### config.mk
export PLATFORM = sky130hd
export DESIGN_NAME = spi_tgt_rx
export DESIGN_NICKNAME = d
export VERILOG_FILES = /design/src/rtl/spi_rx_pkg.sv /design/src/rtl/spi_rx_sync.sv /design/src/rtl/spi_rx_shifter.sv /design/src/rtl/spi_rx_fifo.sv /design/src/rtl/spi_rx_timeout.sv /design/src/rtl/spi_tgt_rx.sv
export SDC_FILE = /design/constraint.sdc
export NUM_CORES = 1
export LEC_CHECK = 0
export CAP_MARGIN = 10
export CORE_ASPECT_RATIO = 1.2
export CORE_MARGIN = 2
export CORE_UTILIZATION = 54
export DETAILED_ROUTE_END_ITERATION = 10
export PLACE_DENSITY = 0.73
export SLEW_MARGIN = 20
export SYNTH_ARGS = -nofsm -noshare
export SYNTH_HDL_FRONTEND = slang
export SYNTH_SLANG_ARGS = --single-unit
### constraint.sdc
create_clock -name clk -period 3.5 [get_ports clk]
set_input_delay 0.7 -clock clk [delete_from_list [all_inputs] [get_ports clk]]
set_output_delay 0.7 -clock clk [all_outputs]
set_load 0.02 [all_outputs]
### src/rtl/spi_rx_pkg.sv
package spi_rx_pkg;
  typedef struct packed {
    logic sck;
    logic sel_n;
    logic mosi;
  } pins_t;

  localparam pins_t PINS_IDLE = '{sck: 1'b0, sel_n: 1'b1, mosi: 1'b0};

  // Modes 0 and 3 sample on the rising edge, modes 1 and 2 on the falling edge.
  function automatic logic samples_on_rise(input logic cpol, input logic cpha);
    return cpol ~^ cpha;
  endfunction
endpackage

### src/rtl/spi_rx_sync.sv
module spi_rx_sync
  import spi_rx_pkg::*;
#(
  parameter int STAGES = 2
) (
  input  logic  clk,
  input  logic  rst_n,
  input  pins_t pins_i,
  output pins_t pins_o,
  output logic  sck_prev_o
);
  pins_t stg [STAGES];

  always_ff @(posedge clk or negedge rst_n) begin
    if (!rst_n) begin
      for (int i = 0; i < STAGES; i++) stg[i] <= PINS_IDLE;
      sck_prev_o <= 1'b0;
    end else begin
      stg[0] <= pins_i;
      for (int i = 1; i < STAGES; i++) stg[i] <= stg[i-1];
      sck_prev_o <= stg[STAGES-1].sck;
    end
  end

  assign pins_o = stg[STAGES-1];
endmodule

### src/rtl/spi_rx_shifter.sv
module spi_rx_shifter
  import spi_rx_pkg::*;
#(
  parameter int WORD_W = 8
) (
  input  logic              clk,
  input  logic              rst_n,
  input  logic              cpol,
  input  logic              cpha,
  input  logic              lsb_first,
  input  logic              listen_only,
  input  pins_t             cur_i,
  input  logic              sck_prev_i,
  output logic              tick_o,
  output logic [WORD_W-1:0] word_o,
  output logic              push_o,
  output logic              oe_o
);
  localparam int CW = $clog2(WORD_W);

  logic [WORD_W-1:0] sh_q, sh_nx;
  logic [CW-1:0]     cnt_q;
  logic              hold_q;

  assign tick_o = samples_on_rise(cpol, cpha) ? (cur_i.sck & ~sck_prev_i)
                                              : (~cur_i.sck & sck_prev_i);

  always_comb begin
    if (lsb_first) sh_nx = {cur_i.mosi, sh_q[WORD_W-1:1]};
    else           sh_nx = {sh_q[WORD_W-2:0], cur_i.mosi};
  end

  always_ff @(posedge clk or negedge rst_n) begin
    if (!rst_n) begin
      sh_q   <= '0;
      cnt_q  <= '0;
      hold_q <= 1'b0;
      push_o <= 1'b0;
      word_o <= '0;
      oe_o   <= 1'b0;
    end else begin
      push_o <= 1'b0;
      oe_o   <= ~cur_i.sel_n & ~listen_only;
      if (cur_i.sel_n) begin
        cnt_q  <= '0;
        hold_q <= 1'b0;
      end else if (tick_o && !hold_q) begin
        sh_q <= sh_nx;
        if (cnt_q == CW'(WORD_W - 1)) begin
          cnt_q  <= '0;
          push_o <= 1'b1;
          word_o <= sh_nx;
          hold_q <= ~cpha;
        end else begin
          cnt_q <= cnt_q + 1'b1;
        end
      end
    end
  end

  AST_HOLD_FROZEN: assert property (@(posedge clk) disable iff (!rst_n)
    (hold_q && !cur_i.sel_n) |=> ($stable(sh_q) && !push_o)) else $error("hold");
  AST_SEL_RESTARTS: assert property (@(posedge clk) disable iff (!rst_n)
    cur_i.sel_n |=> (cnt_q == '0 && !hold_q)) else $error("restart");
endmodule

### src/rtl/spi_rx_fifo.sv
module spi_rx_fifo #(
  parameter int W     = 8,
  parameter int DEPTH = 8
) (
  input  logic         clk,
  input  logic         rst_n,
  input  logic         push_i,
  input  logic [W-1:0] data_i,
  output logic         drop_o,
  output logic         valid_o,
  input  logic         ready_i,
  output logic [W-1:0] data_o
);
  localparam int AW = $clog2(DEPTH);

  logic [W-1:0]  mem [DEPTH];
  logic [AW-1:0] wp, rp;
  logic [AW:0]   cnt;
  logic          full, wr, pop;

  assign full    = (cnt == (AW+1)'(DEPTH));
  assign valid_o = (cnt != '0);
  assign pop     = valid_o && ready_i;
  assign wr      = push_i && !full;
  assign drop_o  = push_i && full;
  assign data_o  = mem[rp];

  always_ff @(posedge clk) begin
    if (wr) mem[wp] <= data_i;
  end

  always_ff @(posedge clk or negedge rst_n) begin
    if (!rst_n) begin
      wp  <= '0;
      rp  <= '0;
      cnt <= '0;
    end else begin
      if (wr)  wp <= (wp == AW'(DEPTH - 1)) ? '0 : wp + 1'b1;
      if (pop) rp <= (rp == AW'(DEPTH - 1)) ? '0 : rp + 1'b1;
      case ({wr, pop})
        2'b10:   cnt <= cnt + 1'b1;
        2'b01:   cnt <= cnt - 1'b1;
        default: cnt <= cnt;
      endcase
    end
  end

  AST_NO_OVERFLOW: assert property (@(posedge clk) disable iff (!rst_n)
    (push_i && full && !ready_i) |=> $stable(cnt)) else $error("overflow");
  AST_DATA_HELD: assert property (@(posedge clk) disable iff (!rst_n)
    (valid_o && !ready_i) |=> (valid_o && $stable(data_o))) else $error("held");
endmodule

### src/rtl/spi_rx_timeout.sv
module spi_rx_timeout #(
  parameter int PERIODS = 32
) (
  input  logic clk,
  input  logic rst_n,
  input  logic tick_i,
  input  logic push_i,
  input  logic nempty_i,
  input  logic clr_i,
  output logic flag_o
);
  localparam int TW = $clog2(PERIODS + 1);
  localparam logic [TW-1:0] TOP = TW'(PERIODS);

  logic [TW-1:0] cnt_q;

  always_ff @(posedge clk or negedge rst_n) begin
    if (!rst_n) begin
      cnt_q  <= TOP;
      flag_o <= 1'b0;
    end else if (!nempty_i) begin
      cnt_q  <= TOP;
      flag_o <= 1'b0;
    end else if (clr_i) begin
      cnt_q  <= TOP;
      flag_o <= 1'b0;
    end else if (push_i) begin
      cnt_q <= TOP;
    end else if (tick_i && cnt_q != '0) begin
      cnt_q <= cnt_q - 1'b1;
      if (cnt_q == TW'(1)) flag_o <= 1'b1;
    end
  end

  AST_TO_EMPTY: assert property (@(posedge clk) disable iff (!rst_n)
    !nempty_i |=> !flag_o) else $error("empty");
  AST_TO_CLR: assert property (@(posedge clk) disable iff (!rst_n)
    clr_i |=> !flag_o) else $error("clr");
  AST_TO_RISE: assert property (@(posedge clk) disable iff (!rst_n)
    $rose(flag_o) |-> $past(tick_i)) else $error("rise");
endmodule

### src/rtl/spi_tgt_rx.sv
module spi_tgt_rx
  import spi_rx_pkg::*;
#(
  parameter int WORD_W      = 8,
  parameter int DEPTH       = 8,
  parameter int TO_PERIODS  = 32,
  parameter int SYNC_STAGES = 2
) (
  input  logic              clk,
  input  logic              rst_n,
  input  logic              cfg_cpol,
  input  logic              cfg_cpha,
  input  logic              cfg_lsb_first,
  input  logic              cfg_listen_only,
  input  logic              sck_i,
  input  logic              sel_n_i,
  input  logic              mosi_i,
  output logic              miso_o,
  output logic              miso_oe_o,
  output logic              rd_valid_o,
  input  logic              rd_ready_i,
  output logic [WORD_W-1:0] rd_data_o,
  output logic              rx_drop_o,
  input  logic              to_clr_i,
  output logic              to_flag_o
);
  pins_t             raw, cur;
  logic              sck_prev, tick, push;
  logic [WORD_W-1:0] word;

  assign raw    = '{sck: sck_i, sel_n: sel_n_i, mosi: mosi_i};
  assign miso_o = 1'b1;

  spi_rx_sync #(.STAGES(SYNC_STAGES)) u_sync (
    .clk(clk), .rst_n(rst_n), .pins_i(raw), .pins_o(cur), .sck_prev_o(sck_prev)
  );

  spi_rx_shifter #(.WORD_W(WORD_W)) u_shift (
    .clk(clk), .rst_n(rst_n), .cpol(cfg_cpol), .cpha(cfg_cpha),
    .lsb_first(cfg_lsb_first), .listen_only(cfg_listen_only),
    .cur_i(cur), .sck_prev_i(sck_prev), .tick_o(tick),
    .word_o(word), .push_o(push), .oe_o(miso_oe_o)
  );

  spi_rx_fifo #(.W(WORD_W), .DEPTH(DEPTH)) u_fifo (
    .clk(clk), .rst_n(rst_n), .push_i(push), .data_i(word), .drop_o(rx_drop_o),
    .valid_o(rd_valid_o), .ready_i(rd_ready_i), .data_o(rd_data_o)
  );

  spi_rx_timeout #(.PERIODS(TO_PERIODS)) u_to (
    .clk(clk), .rst_n(rst_n), .tick_i(tick), .push_i(push),
    .nempty_i(rd_valid_o), .clr_i(to_clr_i), .flag_o(to_flag_o)
  );

  AST_LISTEN_QUIET: assert property (@(posedge clk) disable iff (!rst_n)
    (cfg_listen_only && $past(cfg_listen_only)) |-> !miso_oe_o) else $error("listen");
endmodule

==> impl_metrics.yaml, run 1 <==
clock_tree:
  cts_hold_buf: 0
  h-tree-depth: 3
  cts.sinks: 110
  cts_tree: "done"
  clk_pin_slew_ns: 0.10
  cts_buffers: 9
  cts_setup_buffers: 0
  clk_latency_ns: 0.36
  clock-root-buffer: "clkbuf_8"
  ctsResizeCount: 0
  clockBufferDepth: 2
setup_path:
  worstPathMaxFanout: 10
  path_class: "reg -> out"
  worstSetupEndpointType: "output pin"
  cp-start-kind: "flip-flop"
  r2r-start: "u_fifo.cnt[1]$_DFFE_PN0P_"
  cp_num_buf_inv: 2
  cp_top_family: "multiplexers"
  reg2reg_depth: 11
  cp_cell_sequence: "buf_4, mux4_2, mux2_2, clkdlybuf4s50_1"
  crit_slowest_cell: "mux4_2"
  cp_slowest_stage_delay_ns: 0.54
  cp-startpoint: "u_fifo.rp[0]$_DFFE_PN0P_"
  cp_num_cells: 4
  cp.required_ns: 2.80
  critical_path_arrival_ns: 2.29
detailed_routing:
  routed-via-count: 2402
  postRouteAntennaNets: 0
  first_iter_violations: 94
  drc: 0
  vias_per_cell: 5.35
  avgRoutedWirePerCell_um: 16.0
  drt_pass1_iterations: 4
  postRouteWirelength_um: 7170
timing:
  finalHoldViolCount: 0
  fmax_mhz: 334
  fin_crit_sh_pct: 85.5
  skew_ns: 0.0135
  max_slew_margin_pct: 41.3
  setup_viol: 0
  rsz0062_at_grt: "no"
  tns_ns: 0
  worst_pin_slew_ns: 0.876
  period_needed_ns: 2.99
  finalMaxSlewViolations: 0
synth:
  yosysUniqueCellTypes: 42
  syn_inst: 297
  syn_nets: 320
  synth_xor_area_share_pct: 1.29
  synth_top_family_by_area: "multiplexers"
  synthAdderAreaFrac_pct: 3.22
  syn-cell-area_um2: 4660
  synthSimpleGateAreaFrac_pct: 7.58
  synth_compound_area_share_pct: 3.28
  ys_seq_area_share_pct: 66.1
  synth.mux.area_fraction_pct: 16.2
  synth_seq_cells: 110
  synth_warnings: 0
  syn_avg_cell_area_um2: 15.7
pwr:
  share_comb_of_total_power_pct: 18.4
  seq_power_share_pct: 54.3
  internal_power_mw: 2.06
  p_clk_share_pct: 27.3
  p_sw_mw: 0.807
  power_density_nw_per_um2: 547
  p_leak_nw: 2.15
  switching_share_pct: 28.1
  irDropWorstVdd_mv: 0.305
grt:
  grt_pass1_vias: 2433
  track_usage_pct: 16.9
  antenna_found_initial: 0
  grt_max_degree: 47
  grt_pass1_wl_um: 12000
  overflow: 0
finish:
  final_core_util_pct: 61.9
  final_common_cell: "edfxtp_1"
  layout.nets: 350
  antenna-diode-count: 0
  syn2layout_area_growth_pct: 12.6
  final_cell_mix: "64 x edfxtp_1, 43 x dfrtp_1, 21 x clkdlybuf4s50_1"
  layout-drive-gt1-share_pct: 19.9
placement:
  gp_congestion: 0.823
  placement.io_buffers: 22
  dpl.hpwl_um: 4940
floorplanning:
  core_region_area_um2: 8470
  start_util_pct: 55.0
  die_h_um: 106
  rows: 37
  pin_count: 24
  dieWidth_um: 88.8
  die-area_um2: 9390
min_path:
  hp-class: "in -> async"
outcome:
  outcome: "finished clean"
run:
  drv_cap: 0
[stage by stage]
step           setup slack, ns  std cells  cell area (um2)  power, mW  hold WS, ns
3_3_place_gp             0.828        433             5030       2.10        0.335
6_report                 0.509        449             5240       2.87        0.328
5_1_grt                  0.417        449             5240       3.02        0.367
4_1_cts                  0.467        449             5240       2.90        0.365
3_5_place_dp             0.732        433             5030       2.13        0.340
2_1_floorplan             1.03        297             4660       1.98        0.331
[cell usage after synthesis, drive strengths merged]
cell     instances  share of area (%)
a2111oi          1               0.19
a21boi           2               0.32
a21o             1               0.16
a21oi            5               0.54
a31oi            1               0.13
and2             1               0.13
and3             2               0.27
buf              6               0.78
clkbuf           4               0.32
conb             1              0.081
dfrtp           43                 23
dfstp            3                1.7
edfxtp          64                 41
ha              12                3.2
inv             15                1.2
mux2            20                4.9
mux2i           16                3.5
mux4            16                7.7
nand2           16                1.3
nand2b           6               0.81
nand3            8                1.1
nand3b           2               0.32
nor2             8               0.64
nor2b            1               0.13
nor3            10                1.1
nor4             4               0.54
nor4b            4               0.75
o21ai           14                1.5
o311ai           1               0.19
o41a             1               0.24
or4              3               0.48
xnor2            2               0.38
xor2             4               0.91
[flip-flops by register name, indices dropped and copies added, names as in the netlist]
name / count
u_sync.stg: 3
u_sync.sck_prev_o: 1
u_to.cnt_q: 6
u_shift.oe_o: 1
u_fifo.wp: 3
u_fifo.cnt: 4
u_fifo.mem: 64
u_fifo.rp: 3
u_sync.pins_o: 3
u_shift.push_o: 1
u_shift.sh_q: 8
u_shift.hold_q: 1
u_shift.cnt_q: 3
u_to.flag_o: 1
u_shift.word_o: 8
[power groups by stage]
stage          logic (mW)  clock network (mW)  registers (mW)
6_report            0.528               0.784            1.56
5_1_grt             0.596               0.845            1.58
4_1_cts             0.539               0.804            1.56
3_5_place_dp        0.539                   0            1.59
3_3_place_gp        0.518                   0            1.59
2_1_floorplan       0.434                   0            1.54
[metal layers]
metal  track usage, %  routed length [um]
met5                0                   0
met4             5.74                  93
met3             3.37                 175
met2             27.7                3730
met1             22.5                3170
[kinds of logic after synthesis]
group	Yosys count
AO/OA/AOI/OAI	26
XOR/XNOR	6
multiplexers	52
AND/OR/NAND/NOR	65
flip-flops	110
adder cells (fa/ha/maj)	12
other	1
buffers and inverters	25
[final timing paths]
kind                                              end  slack (ns)
min                         u_to.cnt_q[0]$_DFFE_PN0P_        0.33
max in group asynchronous      u_shift.oe_o$_DFF_PN0_        2.77
min in group clk           u_sync.pins_o[2]$_DFF_PN0_        0.36
min reg2reg                u_sync.pins_o[2]$_DFF_PN0_        0.36
max reg2reg                 u_fifo.cnt[2]$_DFFE_PN0P_        0.85
max                                      rd_data_o[7]        0.51
[area by class of cell]
class | instances | area [um2]
Fill cell | 631 | 3230
Inverter | 15 | 56.3
Tap cell | 117 | 146
Timing Repair Buffer | 29 | 270
Clock buffer | 9 | 124
Multi-Input combinational cell | 162 | 1480
Sequential cell | 110 | 3080
Clock inverter | 7 | 87.6
Power figures use the tool's default switching activity.
==> run 2: changes to the inputs <==
- DONT_BUFFER_PORTS: default -> 1
- PLACE_DENSITY: 0.73 -> 0.69
==> run 2 against run 1 <==
  * First-iteration DRC count is 38% higher
  * Die area stayed put
  * Clock power is 5.5% lower
  * Critical endpoint is now u_fifo.cnt[2]$_DFFE_PN0P_
  * Via count is 1.1% lower
  * Register-to-register slack worse by 0.095 ns
  * Count of clock-buffer cells in the layout stayed put
==> impl_metrics.yaml, run 2 (same netlist as run 1, synthesis figures left out) <==
placement:
  placement.io_buffers: 0
  dpl.hpwl_um: 4910
  gp_congestion: 0.712
  post-place-cells: 411
pwr:
  internal_power_mw: 1.97
  share_comb_of_total_power_pct: 16.4
  seq_power_share_pct: 57.1
  p_leak_nw: 2.07
  irDropWorstVdd_mv: 0.305
  power_density_nw_per_um2: 556
  p_clk_share_pct: 26.5
  p_sw_mw: 0.822
  switching_share_pct: 29.4
  finalPower_mw: 2.80
grt:
  grt_pass1_vias: 2416
  grt_max_degree: 36
  track_usage_pct: 17.4
  antenna_found_initial: 0
  overflow: 0
  grt_pass1_wl_um: 12000
detailed_routing:
  first_iter_violations: 130
  routed-via-count: 2376
  drt_pass1_iterations: 4
  avgRoutedWirePerCell_um: 17.2
  wl_met2_um: 3830
  postRouteAntennaNets: 0
  vias_per_cell: 5.54
  postRouteWirelength_um: 7360
  drc: 0
  wl_met3_um: 209
  route.top_layer_used: "met4"
  wl_met1_um: 3170
setup_path:
  reg2reg_to: "u_fifo.cnt[2]$_DFFE_PN0P_"
  cp.required_ns: 3.76
  path_class: "reg -> reg"
  reg2reg_depth: 11
  r2r-start: "u_fifo.cnt[1]$_DFFE_PN0P_"
  cp_top_family: "simple AND/OR/NAND/NOR gates"
  regToRegSetupSlack_ns: 0.75
  critical_path_arrival_ns: 3.00
  crit_slowest_cell: "nor4_1"
  cp_cell_sequence: "nor4_1, inv_1, nand2_1, inv_1, ha_1, xor2_1, ha_1, a21oi_1, xor2_1, nor2_1, xor2_1"
  cp_slowest_stage_delay_ns: 0.50
  worstSetupEndpointType: "flip-flop"
  cp-start-kind: "flip-flop"
  cp_num_buf_inv: 2
  worstPathMaxFanout: 7
  cp_common_cell: "xor2_1"
finish:
  final_common_cell: "edfxtp_1"
  antenna-diode-count: 0
  final_cell_mix: "64 x edfxtp_1, 43 x dfrtp_1, 17 x mux2_2"
  syn2layout_area_growth_pct: 8.01
  final_core_util_pct: 59.4
  stdcell_count: 429
  layout-drive-gt1-share_pct: 20.5
  reg_top3: "u_fifo.mem: 64 flops, u_shift.sh_q: 8 flops, u_shift.word_o: 8 flops"
  top_register: "u_fifo.mem"
  layout.nets: 330
  largest_register_ff_count: 64
clock_tree:
  ctsResizeCount: 0
  clk_pin_slew_ns: 0.11
  cts.sinks: 110
  cts_buffers: 9
  clk_latency_ns: 0.38
  h-tree-depth: 3
  clock-root-buffer: "clkbuf_8"
  cts_tree: "done"
  clockBufferDepth: 2
run:
  drv_cap: 0
timing:
  fmax_mhz: 364
  max_slew_margin_pct: 40.1
  finalMaxSlewViolations: 0
  setup_viol: 0
  worst_pin_slew_ns: 0.895
  tns_ns: 0
  fin_crit_sh_pct: 78.4
  rsz0062_at_grt: "no"
  period_needed_ns: 2.75
  fin_hold_ws_ns: 0.148
  finalHoldViolCount: 0
  skew_ns: 0.0121
floorplanning:
  dieWidth_um: 88.8
  rows: 37
  pin_count: 24
  core_region_area_um2: 8470
  start_util_pct: 55.0
  die_h_um: 106
  die-area_um2: 9390
outcome:
  outcome: "finished clean"
min_path:
  hp-class: "in -> async"
-- run 2: layout make-up --
cell class / count / area [um2]
fill: 673 / 3440
sequential: 110 / 3080
multi-input combinational: 162 / 1470
tap: 117 / 146
clock buffer: 9 / 124
timing repair buffer: 9 / 82.6
clock inverter: 7 / 71.3
inverter: 15 / 56.3
-- run 2: through the flow --
stage | cell area, um2 | setup slack, ns
after floorplan | 4660 | 1.03
after global placement | 4800 | 0.830
after detailed placement | 4800 | 0.719
after CTS | 5020 | 0.712
after global routing | 5030 | 0.414
final | 5030 | 0.755
-- run 2: routing by layer --
layer / up-vias / global-route usage, %
met5: - / 0
met4: 0 / 7.47
met3: 12 / 3.05
met2: 36 / 28.6
met1: 1187 / 22.5
li1: 1141 / -
-- run 2: power by group through the flow --
stage | sequential, mW | clock [mW] | combinational (mW)
2_1_floorplan | 1.54 | 0 | 0.434
3_3_place_gp | 1.62 | 0 | 0.444
3_5_place_dp | 1.63 | 0 | 0.457
4_1_cts | 1.60 | 0.759 | 0.467
5_1_grt | 1.62 | 0.811 | 0.526
6_report | 1.60 | 0.741 | 0.459
-- run 2: worst max path at each step --
stage,start,depth (start not counted),to
after floorplan,u_fifo.cnt[1]$_DFFE_PN0P_,11,u_fifo.cnt[2]$_DFFE_PN0P_
after global placement,u_fifo.cnt[1]$_DFFE_PN0P_,11,u_fifo.cnt[2]$_DFFE_PN0P_
after detailed placement,u_fifo.cnt[1]$_DFFE_PN0P_,11,u_fifo.cnt[2]$_DFFE_PN0P_
after CTS,u_fifo.cnt[1]$_DFFE_PN0P_,11,u_fifo.cnt[2]$_DFFE_PN0P_
after global routing,u_fifo.cnt[1]$_DFFE_PN0P_,9,u_fifo.cnt[3]$_DFFE_PN0P_
final,u_fifo.cnt[1]$_DFFE_PN0P_,11,u_fifo.cnt[2]$_DFFE_PN0P_
-- run 2: worst reg2reg max path, stage by stage (launching register included) --
cell	delay, ns
dfrtp_1	0.46
nor4_1	0.50
inv_1	0.24
nand2_1	0.23
inv_1	0.09
ha_1	0.28
xor2_1	0.17
ha_1	0.18
a21oi_1	0.14
xor2_1	0.16
nor2_1	0.06
xor2_1	0.14
-- run 2: timing repair --
action                    4_1_cts  5_1_grt
hold endpoints to repair       35        8
buffers inserted                0        0
hold buffers                    1        1
